`config.mk`:
```
export PLATFORM = sky130hd
export DESIGN_NAME = clksw_ctrl
export DESIGN_NICKNAME = d
export VERILOG_FILES = /design/src/rtl/clksw_pkg.sv /design/src/rtl/clksw_sync.sv /design/src/rtl/clksw_sel.sv /design/src/rtl/clksw_phase.sv /design/src/rtl/clksw_ctrl.sv
export SDC_FILE = /design/constraint.sdc
export NUM_CORES = 1
export LEC_CHECK = 0
export ABC_CLOCK_PERIOD_IN_PS = 1150
export CORE_MARGIN = 2
export CORE_UTILIZATION = 50
export DETAILED_ROUTE_END_ITERATION = 8
export GPL_TIMING_DRIVEN = 0
export PLACE_DENSITY_LB_ADDON = 0.2
export SLEW_MARGIN = 20
export SYNTH_ARGS = -nofsm -noshare
export SYNTH_HDL_FRONTEND = slang
export SYNTH_HIERARCHICAL = 1
export SYNTH_SLANG_ARGS = --single-unit
```
`constraint.sdc`:
```
create_clock -name clk_i -period 1.15 [get_ports clk_i]
set_input_delay 0.23 -clock clk_i [delete_from_list [all_inputs] [get_ports clk_i]]
set_output_delay 0.23 -clock clk_i [all_outputs]
set_load 0.02 [all_outputs]
```
`src/rtl/clksw_pkg.sv`:
```
package clksw_pkg;
  typedef enum logic [1:0] {
    SRC_PRI = 2'b00,
    SRC_SEC = 2'b01,
    SRC_RC  = 2'b10
  } src_e;

  localparam int unsigned NUM_SRC  = 3;
  localparam int unsigned PH_W     = 4;
  localparam logic [PH_W-1:0] PH_FIRST = 4'b0001;

  function automatic src_e decode_sel(input logic [1:0] v);
    if (v[0])      return SRC_SEC;
    else if (v[1]) return SRC_RC;
    else           return SRC_PRI;
  endfunction
endpackage

```
`src/rtl/clksw_sync.sv`:
```
module clksw_sync #(
  parameter int unsigned STAGES = 2
) (
  input  logic clk_i,
  input  logic rst_ni,
  input  logic async_i,
  output logic rise_o,
  output logic fall_o
);
  logic [STAGES:0] shreg_q;
  logic [STAGES:0] shreg_d;
  logic            level;
  logic            prev;

  always_comb shreg_d = {shreg_q[STAGES-1:0], async_i};

  always_ff @(posedge clk_i or negedge rst_ni) begin
    if (!rst_ni) shreg_q <= '0;
    else         shreg_q <= shreg_d;
  end

  assign level  = shreg_q[STAGES-1];
  assign prev   = shreg_q[STAGES];
  assign rise_o = level & ~prev;
  assign fall_o = ~level & prev;
endmodule

```
`src/rtl/clksw_sel.sv`:
```
module clksw_sel
  import clksw_pkg::*;
(
  input  logic [1:0] req_i,
  input  logic       osc_en_i,
  output logic [1:0] final_o,
  output src_e       tgt_o
);
  always_comb begin
    final_o = osc_en_i ? req_i : {req_i[1], 1'b0};
    tgt_o   = decode_sel(final_o);
  end
endmodule

```
`src/rtl/clksw_phase.sv`:
```
module clksw_phase
  import clksw_pkg::*;
(
  input  logic            clk_i,
  input  logic            rst_ni,
  input  logic            hold_i,
  input  logic            tick_i,
  output logic [PH_W-1:0] phase_o
);
  logic [PH_W-1:0] ph_q, ph_d;

  always_comb begin
    ph_d = ph_q;
    if (hold_i)      ph_d = PH_FIRST;
    else if (tick_i) ph_d = {ph_q[PH_W-2:0], ph_q[PH_W-1]};
  end

  always_ff @(posedge clk_i or negedge rst_ni) begin
    if (!rst_ni) ph_q <= PH_FIRST;
    else         ph_q <= ph_d;
  end

  assign phase_o = ph_q;
endmodule

```
`src/rtl/clksw_ctrl.sv`:
```
module clksw_ctrl
  import clksw_pkg::*;
#(
  parameter int unsigned EDGE_COUNT  = 8,
  parameter int unsigned SYNC_STAGES = 2
) (
  input  logic       clk_i,
  input  logic       rst_ni,
  input  logic       pri_osc_i,
  input  logic       rc_osc_i,
  input  logic       sec_osc_i,
  input  logic       sel_wr_i,
  input  logic [1:0] sel_i,
  input  logic       sec_osc_en_i,
  input  logic       ost_set_i,
  output logic [1:0] sel_o,
  output logic [1:0] active_src_o,
  output logic [3:0] phase_o,
  output logic       switching_o,
  output logic       sec_run_o,
  output logic       ost_o,
  output logic       pri_clk_en_o
);
  localparam int unsigned CW = $clog2(EDGE_COUNT + 1);
  localparam logic [CW-1:0] LAST_EDGE = CW'(EDGE_COUNT - 1);

  // reset release synchronizer
  logic [1:0] rst_sync_q;
  logic       rst_int_n;
  always_ff @(posedge clk_i or negedge rst_ni) begin
    if (!rst_ni) rst_sync_q <= 2'b00;
    else         rst_sync_q <= {rst_sync_q[0], 1'b1};
  end
  assign rst_int_n = rst_sync_q[1];

  // oscillator synchronizers: index 0 primary, 1 secondary, 2 RC
  logic [NUM_SRC-1:0] osc_in, rise, fall;
  assign osc_in = {rc_osc_i, sec_osc_i, pri_osc_i};

  for (genvar g = 0; g < NUM_SRC; g++) begin : g_sync
    clksw_sync #(.STAGES(SYNC_STAGES)) u_sync (
      .clk_i  (clk_i),
      .rst_ni (rst_int_n),
      .async_i(osc_in[g]),
      .rise_o (rise[g]),
      .fall_o (fall[g])
    );
  end

  logic unused_falls;
  assign unused_falls = fall[0] ^ fall[2];

  // select rewrite and decode
  logic [1:0] sel_final;
  src_e       tgt_src;
  clksw_sel u_sel (
    .req_i   (sel_i),
    .osc_en_i(sec_osc_en_i),
    .final_o (sel_final),
    .tgt_o   (tgt_src)
  );

  // state
  logic [1:0] sel_q, sel_d;
  src_e       act_q, act_d;
  logic       pend_q, pend_d;
  logic [CW-1:0] cnt_q, cnt_d;
  logic       srun_q, srun_d;
  logic       ost_q, ost_d;
  logic       tick;

  always_comb begin
    sel_d  = sel_q;
    act_d  = act_q;
    pend_d = pend_q;
    cnt_d  = cnt_q;
    srun_d = srun_q;
    ost_d  = ost_q;
    if (ost_set_i) ost_d = 1'b1;
    if (sel_wr_i) begin
      sel_d = sel_final;
      if (sel_final != sel_q) begin
        pend_d = 1'b0;
        cnt_d  = '0;
        if (tgt_src == act_q) begin
          // request matches the running source: nothing to move
        end else if (tgt_src == SRC_SEC) begin
          pend_d = 1'b1;
          ost_d  = 1'b0;
        end else begin
          act_d  = tgt_src;
          srun_d = 1'b0;
        end
      end
    end else if (pend_q && fall[1]) begin
      if (cnt_q == LAST_EDGE) begin
        pend_d = 1'b0;
        cnt_d  = '0;
        act_d  = SRC_SEC;
        srun_d = 1'b1;
      end else begin
        cnt_d = cnt_q + 1'b1;
      end
    end
  end

  always_ff @(posedge clk_i or negedge rst_int_n) begin
    if (!rst_int_n) begin
      sel_q  <= 2'b00;
      act_q  <= SRC_PRI;
      pend_q <= 1'b0;
      cnt_q  <= '0;
      srun_q <= 1'b0;
      ost_q  <= 1'b0;
    end else begin
      sel_q  <= sel_d;
      act_q  <= act_d;
      pend_q <= pend_d;
      cnt_q  <= cnt_d;
      srun_q <= srun_d;
      ost_q  <= ost_d;
    end
  end

  always_comb begin
    unique case (act_q)
      SRC_SEC: tick = rise[1];
      SRC_RC:  tick = rise[2];
      default: tick = rise[0];
    endcase
  end

  clksw_phase u_phase (
    .clk_i  (clk_i),
    .rst_ni (rst_int_n),
    .hold_i (pend_d),
    .tick_i (tick),
    .phase_o(phase_o)
  );

  assign sel_o        = sel_q;
  assign active_src_o = act_q;
  assign switching_o  = pend_q;
  assign sec_run_o    = srun_q;
  assign ost_o        = ost_q;
  assign pri_clk_en_o = (act_q == SRC_PRI) && !pend_q;
endmodule

```
; ---- After elaboration in Yosys (flattened, before gate mapping)
; Index checks and enable logic that the tools add are counted.
[totals]
reg_bits = 26
latchBits = 0
ram_bits = 0
mem_bits_ro = 0
in_bits = 10
out_inout_bits = 12
memories = 0
[classes]
n_addsub = 1
n_mul = 0
div_mod_pow = 0
n_lt_le_gt_ge = 0
n_eq_ne = 9
n_shift = 0
mux = 33
n_bitwise = 8
reduce_logical = 9
[ops]
columns = operator, count
row1 = $mux 4, 6
row2 = $mux 1, 18
row3 = $mux 2, 8
row4 = $reduce_bool 2->1, 3
row5 = $reduce_and 5->1, 1
row6 = $add 4x1->4 const B, 1
row7 = $and 1x1->1, 4
row8 = $eq 2x1->1 const B, 2
row9 = $eq 4x3->1 const B, 1
row10 = $ne 2x2->1 const B, 2
row11 = $not 1->1, 4
row12 = $eq 2x2->1, 1
row13 = $eq 2x2->1 const B, 1
row14 = $logic_and 1x1->1, 2
row15 = $logic_not 2->1, 1
row16 = $ne 2x1->1 const B, 1
row17 = $ne 2x2->1, 1
row18 = $pmux 1 s2, 1
row19 = $reduce_and 2->1, 1
row20 = $logic_not 1->1, 1

; ---- Logic depth before layout (Yosys ltp)
; Gate-level depths: netlist (run 1).
[depth]
word_depth = 8
depth_mapped = 7
ltp_nobuf = 6

; ---- Hierarchy
; Netlist (run 1), hierarchy kept.
[by_module_without_submodules]
columns = mod, instances, cells_each, area_each_um2, seq_area_each_um2
row1 = clksw_ctrl, 1, 62, 666.9, 325.3
row2 = clksw_sync, 3, 5, 90.1, 75.1
row3 = clksw_phase, 1, 13, 165.2, 101.3
row4 = clksw_sel, 1, 4, 28.8, 0.0

; ---- Worst setup path before layout (run 1)
; OpenSTA, ideal clock, no wires.
[synth_timing]
kind = reg-to-reg
startpoint = register act_q[0] (netlist: active_src_o[0])
endpoint = register u_phase.ph_q[0] (netlist: u_phase/phase_o[0])
arrival_time_ns = 1.511
t_required_ns = 1.068
setup_slack_ns = -0.443
path_stages_with_launch = 8
n_path_buf = 1
synth_period_minus_slack_ns = 1.593
cell_sequence = dfrtp_1 -> inv_1 -> ha_1 -> nor2_1 -> a21oi_1 -> clkbuf_2 -> nor2b_2 -> a211o_1
[synth_via]
word_cells_on_any_way = 9
cone_classes = eq/ne (3) / mux (5) / reduce/logical (1)
[synth_lines]
columns = element, line_no
row1 = start: declaration, clksw_ctrl.sv:65  ; src_e act_q, act_d;
row2 = start signal: assignment, clksw_ctrl.sv:117  ; act_q <= act_d;
row3 = $eq 2x2->1 or $eq 2x1->1 (tied branches), clksw_ctrl.sv:126  ; unique case (act_q)
row4 = $pmux 1 s2 (*), clksw_ctrl.sv:126
row5 = net tick, clksw_ctrl.sv:70  ; logic tick;
row6 = $reduce_bool 2->1 (no line) (*), -
row7 = end signal: assignment, clksw_phase.sv:20  ; else ph_q <= ph_d;
row8 = end: declaration, clksw_phase.sv:10  ; logic [PH_W-1:0] ph_q, ph_d;
; The timed path passes the listed nets; every way through them passes the cells marked *.
; A chain may end at the register's enable or synchronous reset.

; ---- Worst setup path in the final report (run 1)
[layout_timing]
startpoint = register cnt_q[0]
endpoint = register act_q[0] (netlist: active_src_o[0])
[layout_via]
elab_chain_len = 3
[layout_lines]
columns = element, line_no
row1 = start: declaration, clksw_ctrl.sv:67  ; logic [CW-1:0] cnt_q, cnt_d;
row2 = start signal: assignment, clksw_ctrl.sv:119  ; cnt_q <= cnt_d;
row3 = $eq 4x3->1, clksw_ctrl.sv:96  ; if (cnt_q == LAST_EDGE) begin
row4 = $reduce_bool 2->1 (no line), -
row5 = $reduce_and 5->1 (no line), -
; No other way between the ends.

==> results.py, run 1 <==
metrics = {
    "cts": {
        "cts_tree": "built",
        "clock_sinks": 26,
        "insertion_delay_ns": 0.34,
        "clockBufferDepth": 2,
        "cts-root-buf": "clkbuf_4",
        "path_clk_slew_ns": 0.15,
        "htree_num_levels": 1,
        "cts_hold_buf": 0,
        "cts_buffers": 3,
    },
    "power_and_ir_drop": {
        "total_power_w": 0.003571,
        "irDropWorstVdd_mv": 1.687,
        "p_int_w": 0.002402,
        "swShare_pct": 32.74,
        "seqPwrFrac_pct": 33.7,
        "clkPwrFrac_pct": 18.0,
        "pwr_density_cell_nw_per_um2": 2011,
        "p_leak_nw": 0.8336,
        "p_switching_w": 0.001169,
        "comb_power_share_pct": 48.4,
    },
    "sta": {
        "worst_pin_slew_ns": 0.5131,
        "fmax_mhz": 650.7,
        "rsz0062_at_grt": "yes",
        "relSlewSlack_pct": 65.79,
        "fin_ws_ns": -0.3868,
        "period_needed_ns": 1.537,
        "min_period_over_period_pct": 133.6,
        "hold_viol": 0,
        "finClkSkew_ns": 0.006686,
        "slew_violations": 0,
        "setup_viol": 20,
    },
    "global_route": {
        "grt_pass1_wl_mm": 3.891,
        "grt_max_degree": 25,
        "grt_pass1_vias": 844,
        "grt_usage_pct": 20.39,
        "grt_overflow": 0,
        "grt_antenna_before_repair": 0,
    },
    "floorplan": {
        "row_count": 17,
        "die_h_um": 51.19,
        "die-area_um2": 2620,
        "pin_count": 22,
        "die_w_um": 51.19,
        "core_region_area_um2": 2148,
        "start_util_pct": 51.83,
    },
    "finish": {
        "layout-drive-gt1-share_pct": 57.24,
        "num_antenna_cells": 0,
        "final_net_count": 160,
        "area_growth_pct": 59.44,
        "multi_input_area_um2": 536.8,
        "design_area_um2": 1775,
        "fillCellCount": 125,
        "regArea_um2": 659.4,
    },
    "synthesis": {
        "synth_fp_nets": 106,
        "synth_cells": 92,
        "syn_avg_cell_area_um2": 12.10,
        "ys_warn_count": 6,
        "netlist_area_um2": 1114,
    },
    "routing": {
        "firstDrtPassIters": 4,
        "wl_per_cell_um": 13.72,
        "finalWirelength_mm": 2.374,
        "antenna_left": 0,
        "drcViolationCount": 0,
        "drt_iter0_drc": 7,
        "viasPerCell": 4.925,
        "num_vias": 852,
    },
    "setup_path": {
        "critPathMaxFanout": 3,
        "reg2reg_to": "active_src_o[0]",
        "worstSetupPathType": "reg2reg",
        "worstPathArrival_ns": 1.78,
        "r2r_setup_slack_ns": -0.39,
        "reg2reg_depth": 5,
        "end_kind": "flop",
        "reg2reg_from": "cnt_q[0]",
        "crit_required_ns": 1.39,
        "start_kind": "flop",
    },
    "placed_design": {
        "post_dp_cell_area_um2": 1416,
        "portBuffers": 21,
        "place_congestion": 0.7128,
        "dp_hpwl_mm": 1.398,
        "dp_slack_ns": -0.7678,
    },
    "run_status": {
        "violations": "negative setup slack",
        "status": "finished, violations left",
    },
    "min_path": {
        "holdCritPathClass": "in2async",
    },
    "job": {
        "max_cap_viol_count": 0,
    },
}
==> stage by stage <==
step | util [%] | cells | hold WS (ns) | TNS, ns
2_1_floorplan | - | 92 | -0.06559 | -1.655
3_3_place_gp | 65.93 | 141 | 0.3318 | -8.307
3_5_place_dp | 65.93 | 141 | 0.3385 | -8.622
4_1_cts | 79.56 | 168 | 0.03979 | -3.891
5_1_grt | 82.64 | 173 | 0.03255 | -5.113
6_report | 82.64 | 173 | 0.03133 | -4.013
==> layout make-up <==
| class | count | area share [%] |
|---|---|---|
| Sequential cell | 26 | 37.14 |
| Multi-Input combinational cell | 60 | 30.23 |
| Timing Repair Buffer | 50 | 25.51 |
| Tap cell | 28 | 1.973 |
| Clock inverter | 1 | 1.691 |
| Clock buffer | 3 | 1.269 |
| Buffer | 2 | 1.269 |
| Inverter | 3 | 0.9161 |
==> sequential cells by signal (all words and copies together) (netlist names) <==
register / count
active_src_o: 2
switching_o: 1
cnt_q: 4
rst_sync_q: 2
sel_o: 2
sec_run_o: 1
ost_o: 1
g_sync.u_sync/shreg_q: 9
u_phase/phase_o: 4
==> power groups by stage <==
stage	sequential, W	combinational, W	clock [W]
6_report	0.00120	0.00173	0.000641
2_1_floorplan	0.00133	0.000658	0
3_3_place_gp	0.00122	0.00115	0
5_1_grt	0.00122	0.00185	0.000677
4_1_cts	0.00119	0.00164	0.000641
3_5_place_dp	0.00122	0.00118	0
==> timing repair <==
| action | CTS | global route |
|---|---|---|
| endpoints found under the hold margin | 0 | 0 |
| setup buffers | 24 | 7 |
| endpoints found under the setup margin | 24 | 35 |
| pin swaps | 11 | 7 |
| resized for setup | 84 | 16 |
| gates cloned | 0 | 0 |
==> layer usage <==
metal	up-vias	track usage, %	part of all wire, %	routed length [um]
met3	2	4.386	3.8	90
met4	0	5.405	1.1	27
li1	414	-	-	-
met5	-	0	0	0
met2	16	34.63	52	1237
met1	420	26.48	43	1019
==> critical path, cell delays in order, from the launching register on <==
cell     delay [ns]
dfrtp_1        0.41
ha_2           0.19
and3b_2        0.21
and2_4         0.17
or2_0          0.20
mux2_4         0.26
==> layout by cell type, fill, tap and decap left out, types with 2 or more instances in the layout <==
cell type / n
dlygate4sd2_1: 3
o21a_1: 2
nor2b_1: 3
clkbuf_4: 3
mux2_4: 2
o21ai_1: 2
xor2_2: 2
nand3_1: 3
dfrtp_2: 6
ha_2: 2
buf_2: 2
mux2i_1: 3
nor2b_2: 2
clkdlybuf4s50_1: 6
inv_4: 2
buf_6: 19
nand2_1: 2
dfrtp_1: 19
nor2_1: 8
ha_4: 2
nand3b_1: 2
mux2_2: 2
and3b_2: 2
buf_4: 22
nand2_2: 2
and2_4: 2
==> worst max-delay path by stage <==
stage,endpoint,start,depth (start not counted)
finish,active_src_o[0],cnt_q[0],5
global route,active_src_o[0],g_sync[1].u_sync/shreg_q[1],5
CTS,active_src_o[0],cnt_q[0],5
detailed placement,active_src_o[0],sel_i[0],7
global placement,u_phase/phase_o[0],sec_osc_en_i,7
floorplan,u_phase/phase_o[0],active_src_o[0],6
No activity file was read; power rests on OpenSTA's default activity.
==> run 2, diff against run 1 <==
--- a/config.mk
+++ b/config.mk
@@ -7,10 +7,12 @@
 export LEC_CHECK = 0
 export ABC_CLOCK_PERIOD_IN_PS = 1150
 export CORE_MARGIN = 2
-export CORE_UTILIZATION = 50
+export CORE_UTILIZATION = 60
 export DETAILED_ROUTE_END_ITERATION = 8
+export DONT_BUFFER_PORTS = 1
 export GPL_TIMING_DRIVEN = 0
 export PLACE_DENSITY_LB_ADDON = 0.2
+export SKIP_CTS_REPAIR_TIMING = 1
 export SLEW_MARGIN = 20
 export SYNTH_ARGS = -nofsm -noshare
 export SYNTH_HDL_FRONTEND = slang
==> results.py, run 2 (same netlist as run 1, synthesis figures left out) <==
metrics = {
    "run_status": {
        "status": "finished, violations left",
        "violations": "negative setup slack",
    },
    "routing": {
        "firstDrtPassIters": 4,
        "viasPerCell": 5.507,
        "num_vias": 738,
        "antenna_left": 0,
        "wl_per_cell_um": 15.36,
        "drcViolationCount": 0,
        "finalWirelength_mm": 2.058,
        "drt_iter0_drc": 17,
    },
    "sta": {
        "hold_viol": 0,
        "min_period_over_period_pct": 136.4,
        "slew_violations": 0,
        "rsz0062_at_grt": "yes",
        "setup_viol": 14,
        "fmax_mhz": 637.5,
        "worst_pin_slew_ns": 0.5051,
        "period_needed_ns": 1.569,
        "fin_hold_ws_ns": 0.01959,
        "fin_ws_ns": -0.4186,
        "finClkSkew_ns": 0.006995,
        "relSlewSlack_pct": 66.33,
        "finalSetupTns_ns": -3.517,
    },
    "power_and_ir_drop": {
        "total_power_w": 0.003036,
        "comb_power_share_pct": 33.9,
        "clkPwrFrac_pct": 20.8,
        "p_switching_w": 0.001041,
        "seqPwrFrac_pct": 45.3,
        "p_int_w": 0.001995,
        "p_leak_nw": 0.6334,
        "irDropWorstVdd_mv": 1.374,
        "swShare_pct": 34.30,
        "pwr_density_cell_nw_per_um2": 2143,
    },
    "min_path": {
        "hold_depth": 1,
        "min_to": "ost_o",
        "holdCritStartpoint": "ost_set_i",
        "holdCritPathClass": "in2reg",
    },
    "cts": {
        "cts-root-buf": "clkbuf_4",
        "path_clk_slew_ns": 0.14,
        "insertion_delay_ns": 0.33,
        "clockBufferDepth": 2,
        "cts_tree": "built",
        "htree_num_levels": 1,
        "clock_sinks": 26,
        "cts_buffers": 3,
    },
    "setup_path": {
        "cp_top_family": "simple AND/OR/NAND/NOR gates",
        "worstSetupPathType": "reg2reg",
        "reg2reg_to": "active_src_o[0]",
        "worstPathArrival_ns": 1.80,
        "max_stage_delay_ns": 0.43,
        "end_kind": "flop",
        "critPathSlowestCell": "dfrtp_1",
        "crit_required_ns": 1.38,
        "r2r_setup_slack_ns": -0.42,
        "critPathMaxFanout": 3,
        "critPathBufInv": 0,
        "reg2reg_from": "cnt_q[1]",
        "crit_chain": "ha_2 > and3b_1 > and2_4 > or2_0 > mux2_2",
        "start_kind": "flop",
        "reg2reg_depth": 5,
    },
    "floorplan": {
        "core_region_area_um2": 1745,
        "die_h_um": 47.08,
        "pin_count": 22,
        "die-area_um2": 2217,
        "start_util_pct": 63.80,
        "die_w_um": 47.08,
        "row_count": 15,
    },
    "global_route": {
        "grt_pass1_vias": 644,
        "grt_antenna_before_repair": 0,
        "grt_pass1_wl_mm": 2.746,
        "grt_overflow": 0,
        "grt_max_degree": 25,
        "grt_usage_pct": 18.39,
    },
    "placed_design": {
        "portBuffers": 0,
        "dp_hpwl_mm": 1.199,
        "place_congestion": 0.7028,
    },
    "job": {
        "max_cap_viol_count": 0,
    },
    "finish": {
        "largest_reg_flops": 9,
        "final_net_count": 124,
        "regArea_um2": 659.4,
        "final_cell_mix": "19 x dfrtp_1, 9 x buf_4, 7 x nor2_1",
        "num_antenna_cells": 0,
        "mostFrequentLayoutCell": "dfrtp_1",
        "area_growth_pct": 27.19,
        "fillCellCount": 96,
        "layout-drive-gt1-share_pct": 46.79,
        "multi_input_area_um2": 515.5,
        "largest-register": "g_sync.u_sync/shreg_q",
    },
}
run 2: cell types whose count changed in the layout (fill, tap and decap cells not counted), moves of 2 or more:
cell and change:
dlygate4sd3_1 +4, buf_6 -16, dlygate4sd2_1 -3, buf_4 -13, buf_2 -2, clkdlybuf4s50_1 -6
o21ai_1 -2, o21ai_2 +2
run 2: power by group through the flow:
stage	registers (W)	logic [W]	clock network [W]
after floorplan	0.00133	0.000658	0
after global placement	0.00137	0.000725	0
after detailed placement	0.00138	0.000740	0
after CTS	0.00136	0.000754	0.000638
after global routing	0.00140	0.00112	0.000676
final	0.00138	0.00103	0.000632
run 2: final cells by class:
class                      count  area share, %
multi-input combinational     60          36.40
buffer                         3          1.855
timing repair buffer          13          8.127
clock inverter                 1          2.120
inverter                       3          1.148
sequential                    26          46.55
tap                           25          2.208
clock buffer                   3          1.590
run 2: worst max path at each step:
stage | from | end | slack [ns] | depth (start not counted)
finish | cnt_q[1] | active_src_o[0] | -0.42 | 5
global route | cnt_q[1] | active_src_o[0] | -0.46 | 5
CTS | sel_o[1] | u_phase/phase_o[0] | -0.48 | 5
detailed placement | sel_o[1] | u_phase/phase_o[0] | -0.41 | 5
global placement | sel_o[1] | u_phase/phase_o[0] | -0.38 | 5
floorplan | active_src_o[0] | u_phase/phase_o[0] | -0.30 | 6
run 2: worst reg2reg max path, delay by kind of cell (launching register included):
family / cells / cell delay (ns)
AND/OR/NAND/NOR: 3 / 0.58
flip-flops: 1 / 0.43
multiplexers: 1 / 0.26
adder cells (fa/ha/maj): 1 / 0.21
run 2: metal layers:
layer	share of wire [%]	up-vias	GRT usage, %
met5	0	-	0
met4	1.4	0	8.333
met3	5.1	4	2.692
met2	49	24	31.78
met1	44	369	22.78
li1	-	341	-
run 2: stage by stage:
stage / worst slack [ns] / cell area [um^2] / std cells / utilization, %
floorplan: -0.3011 / 1171 / 92 / -
detailed placement: -0.4114 / 1202 / 117 / 68.89
finish: -0.4186 / 1416 / 134 / 81.15
global route: -0.4601 / 1416 / 134 / 81.15
CTS: -0.4777 / 1255 / 121 / 71.90
global placement: -0.3811 / 1202 / 117 / 68.89
==> run 3, diff against run 2 <==
--- a/config.mk
+++ b/config.mk
@@ -7,7 +7,7 @@
 export LEC_CHECK = 0
 export ABC_CLOCK_PERIOD_IN_PS = 1150
 export CORE_MARGIN = 2
-export CORE_UTILIZATION = 60
+export CORE_UTILIZATION = 50
 export DETAILED_ROUTE_END_ITERATION = 8
 export DONT_BUFFER_PORTS = 1
 export GPL_TIMING_DRIVEN = 0
==> results.py, run 3 (same netlist as run 1, synthesis figures left out) <==
metrics = {
    "power_and_ir_drop": {
        "irDropWorstVdd_mv": 1.234,
        "pwr_density_cell_nw_per_um2": 2089,
        "p_int_w": 0.001967,
        "seqPwrFrac_pct": 46.0,
        "p_leak_nw": 0.6258,
        "p_switching_w": 0.001024,
        "comb_power_share_pct": 33.4,
        "total_power_w": 0.002991,
        "clkPwrFrac_pct": 20.7,
        "swShare_pct": 34.23,
    },
    "global_route": {
        "grt_pass1_vias": 706,
        "grt_max_degree": 25,
        "grt_pass1_wl_mm": 3.105,
        "grt_usage_pct": 16.48,
        "grt_overflow": 0,
        "grt_antenna_before_repair": 0,
    },
    "min_path": {
        "holdCritPathClass": "in2reg",
    },
    "setup_path": {
        "critPathBufInv": 0,
        "crit_required_ns": 1.37,
        "cp_top_family": "simple AND/OR/NAND/NOR gates",
        "start_kind": "flop",
        "critPathSlowestCell": "dfrtp_1",
        "worstPathArrival_ns": 1.78,
        "end_kind": "flop",
        "max_stage_delay_ns": 0.43,
        "critPathMaxFanout": 3,
        "crit_chain": "ha_2 > and3b_1 > and2_4 > or2_0 > mux2_2",
        "worstSetupPathType": "reg2reg",
    },
    "floorplan": {
        "die-area_um2": 2620,
        "pin_count": 22,
        "die_h_um": 51.19,
        "row_count": 17,
        "die_w_um": 51.19,
        "core_region_area_um2": 2148,
        "start_util_pct": 51.83,
    },
    "sta": {
        "finalSetupTns_ns": -3.610,
        "period_needed_ns": 1.561,
        "hold_viol": 0,
        "min_period_over_period_pct": 135.7,
        "relSlewSlack_pct": 65.67,
        "fmax_mhz": 640.7,
        "fin_ws_ns": -0.4108,
        "finClkSkew_ns": 0.006198,
        "rsz0062_at_grt": "yes",
        "slew_violations": 0,
        "worst_pin_slew_ns": 0.5150,
        "setup_viol": 15,
    },
    "placed_design": {
        "dp_hpwl_mm": 1.331,
        "place_congestion": 0.6792,
        "portBuffers": 0,
        "post_dp_cell_area_um2": 1206,
    },
    "finish": {
        "fillCellCount": 158,
        "mostFrequentLayoutCell": "dfrtp_1",
        "design_area_um2": 1431,
        "final_cell_mix": "19 x dfrtp_1, 9 x buf_4, 7 x nor2_1",
        "final_net_count": 122,
        "largest_reg_flops": 9,
        "area_growth_pct": 28.54,
        "layout-drive-gt1-share_pct": 44.86,
        "num_antenna_cells": 0,
        "largest-register": "g_sync.u_sync/shreg_q",
    },
    "job": {
        "max_cap_viol_count": 0,
    },
    "routing": {
        "drcViolationCount": 0,
        "antenna_left": 0,
        "finalWirelength_mm": 1.926,
        "wl_per_cell_um": 14.27,
        "drt_iter0_drc": 6,
        "viasPerCell": 5.096,
        "num_vias": 688,
        "firstDrtPassIters": 2,
    },
    "cts": {
        "clock_sinks": 26,
        "insertion_delay_ns": 0.32,
        "cts_tree": "built",
        "clockBufferDepth": 2,
        "cts_buffers": 3,
        "htree_num_levels": 1,
        "cts-root-buf": "clkbuf_4",
        "path_clk_slew_ns": 0.14,
    },
    "run_status": {
        "violations": "negative setup slack",
        "status": "finished, violations left",
    },
}
-- run 3: final timing paths --
path / startpoint / endpoint / slack [ns] / cells past startpoint
worst min-delay path: ost_set_i / ost_o / 0.03 / 1
min in group asynchronous: rst_ni / rst_sync_q[1] / 0.11 / 1
worst min register to register: rst_sync_q[1] / sel_o[0] / 0.25 / 0
max in group asynchronous: rst_sync_q[1] / active_src_o[0] / 0.53 / 0
worst max register to register: cnt_q[0] / active_src_o[0] / -0.41 / 5
worst max-delay path: cnt_q[0] / active_src_o[0] / -0.41 / 5
-- run 3: power groups by stage --
stage | Combinational [W] | Sequential [W] | Clock [W]
final | 0.000998 | 0.00137 | 0.000618
after global routing | 0.00110 | 0.00141 | 0.000691
after CTS | 0.000765 | 0.00136 | 0.000636
after detailed placement | 0.000761 | 0.00138 | 0
after global placement | 0.000732 | 0.00137 | 0
after floorplan | 0.000658 | 0.00133 | 0
-- run 3: area by class of cell --
cell class / instances / area (um^2) / share of cell area, %
timing repair buffer: 11 / 92.59 / 6.469
inverter: 3 / 16.27 / 1.136
sequential: 26 / 659.4 / 46.07
clock buffer: 3 / 22.52 / 1.573
clock inverter: 1 / 30.03 / 2.098
tap: 28 / 35.03 / 2.448
multi-input combinational: 60 / 549.3 / 38.37
buffer: 3 / 26.28 / 1.836
-- run 3: stage by stage --
stage	setup slack [ns]	hold WS, ns	utilization (%)	cells
after floorplan	-0.3011	-0.06559	-	92
after global placement	-0.4017	-0.06554	56.14	120
after detailed placement	-0.4339	-0.06553	56.14	120
after CTS	-0.4624	-0.4336	58.59	124
after global routing	-0.4445	0.01219	66.63	135
final	-0.4108	0.03217	66.63	135
-- run 3: metal layers --
| metal | up-vias | global-route usage (%) | part of all wire (%) |
|---|---|---|---|
| met5 | - | 0 | 0 |
| met4 | 0 | 8.108 | 0.42 |
| met3 | 2 | 4.971 | 4.0 |
| met2 | 13 | 27.71 | 52 |
| met1 | 339 | 19.02 | 43 |
| li1 | 334 | - | - |
-- run 3: worst reg2reg max path: cells and delay by family (launching register included) --
family,cells,cell delay [ns]
adder cells (fa/ha/maj),1,0.20
flip-flops,1,0.43
multiplexers,1,0.25
AND/OR/NAND/NOR,3,0.57
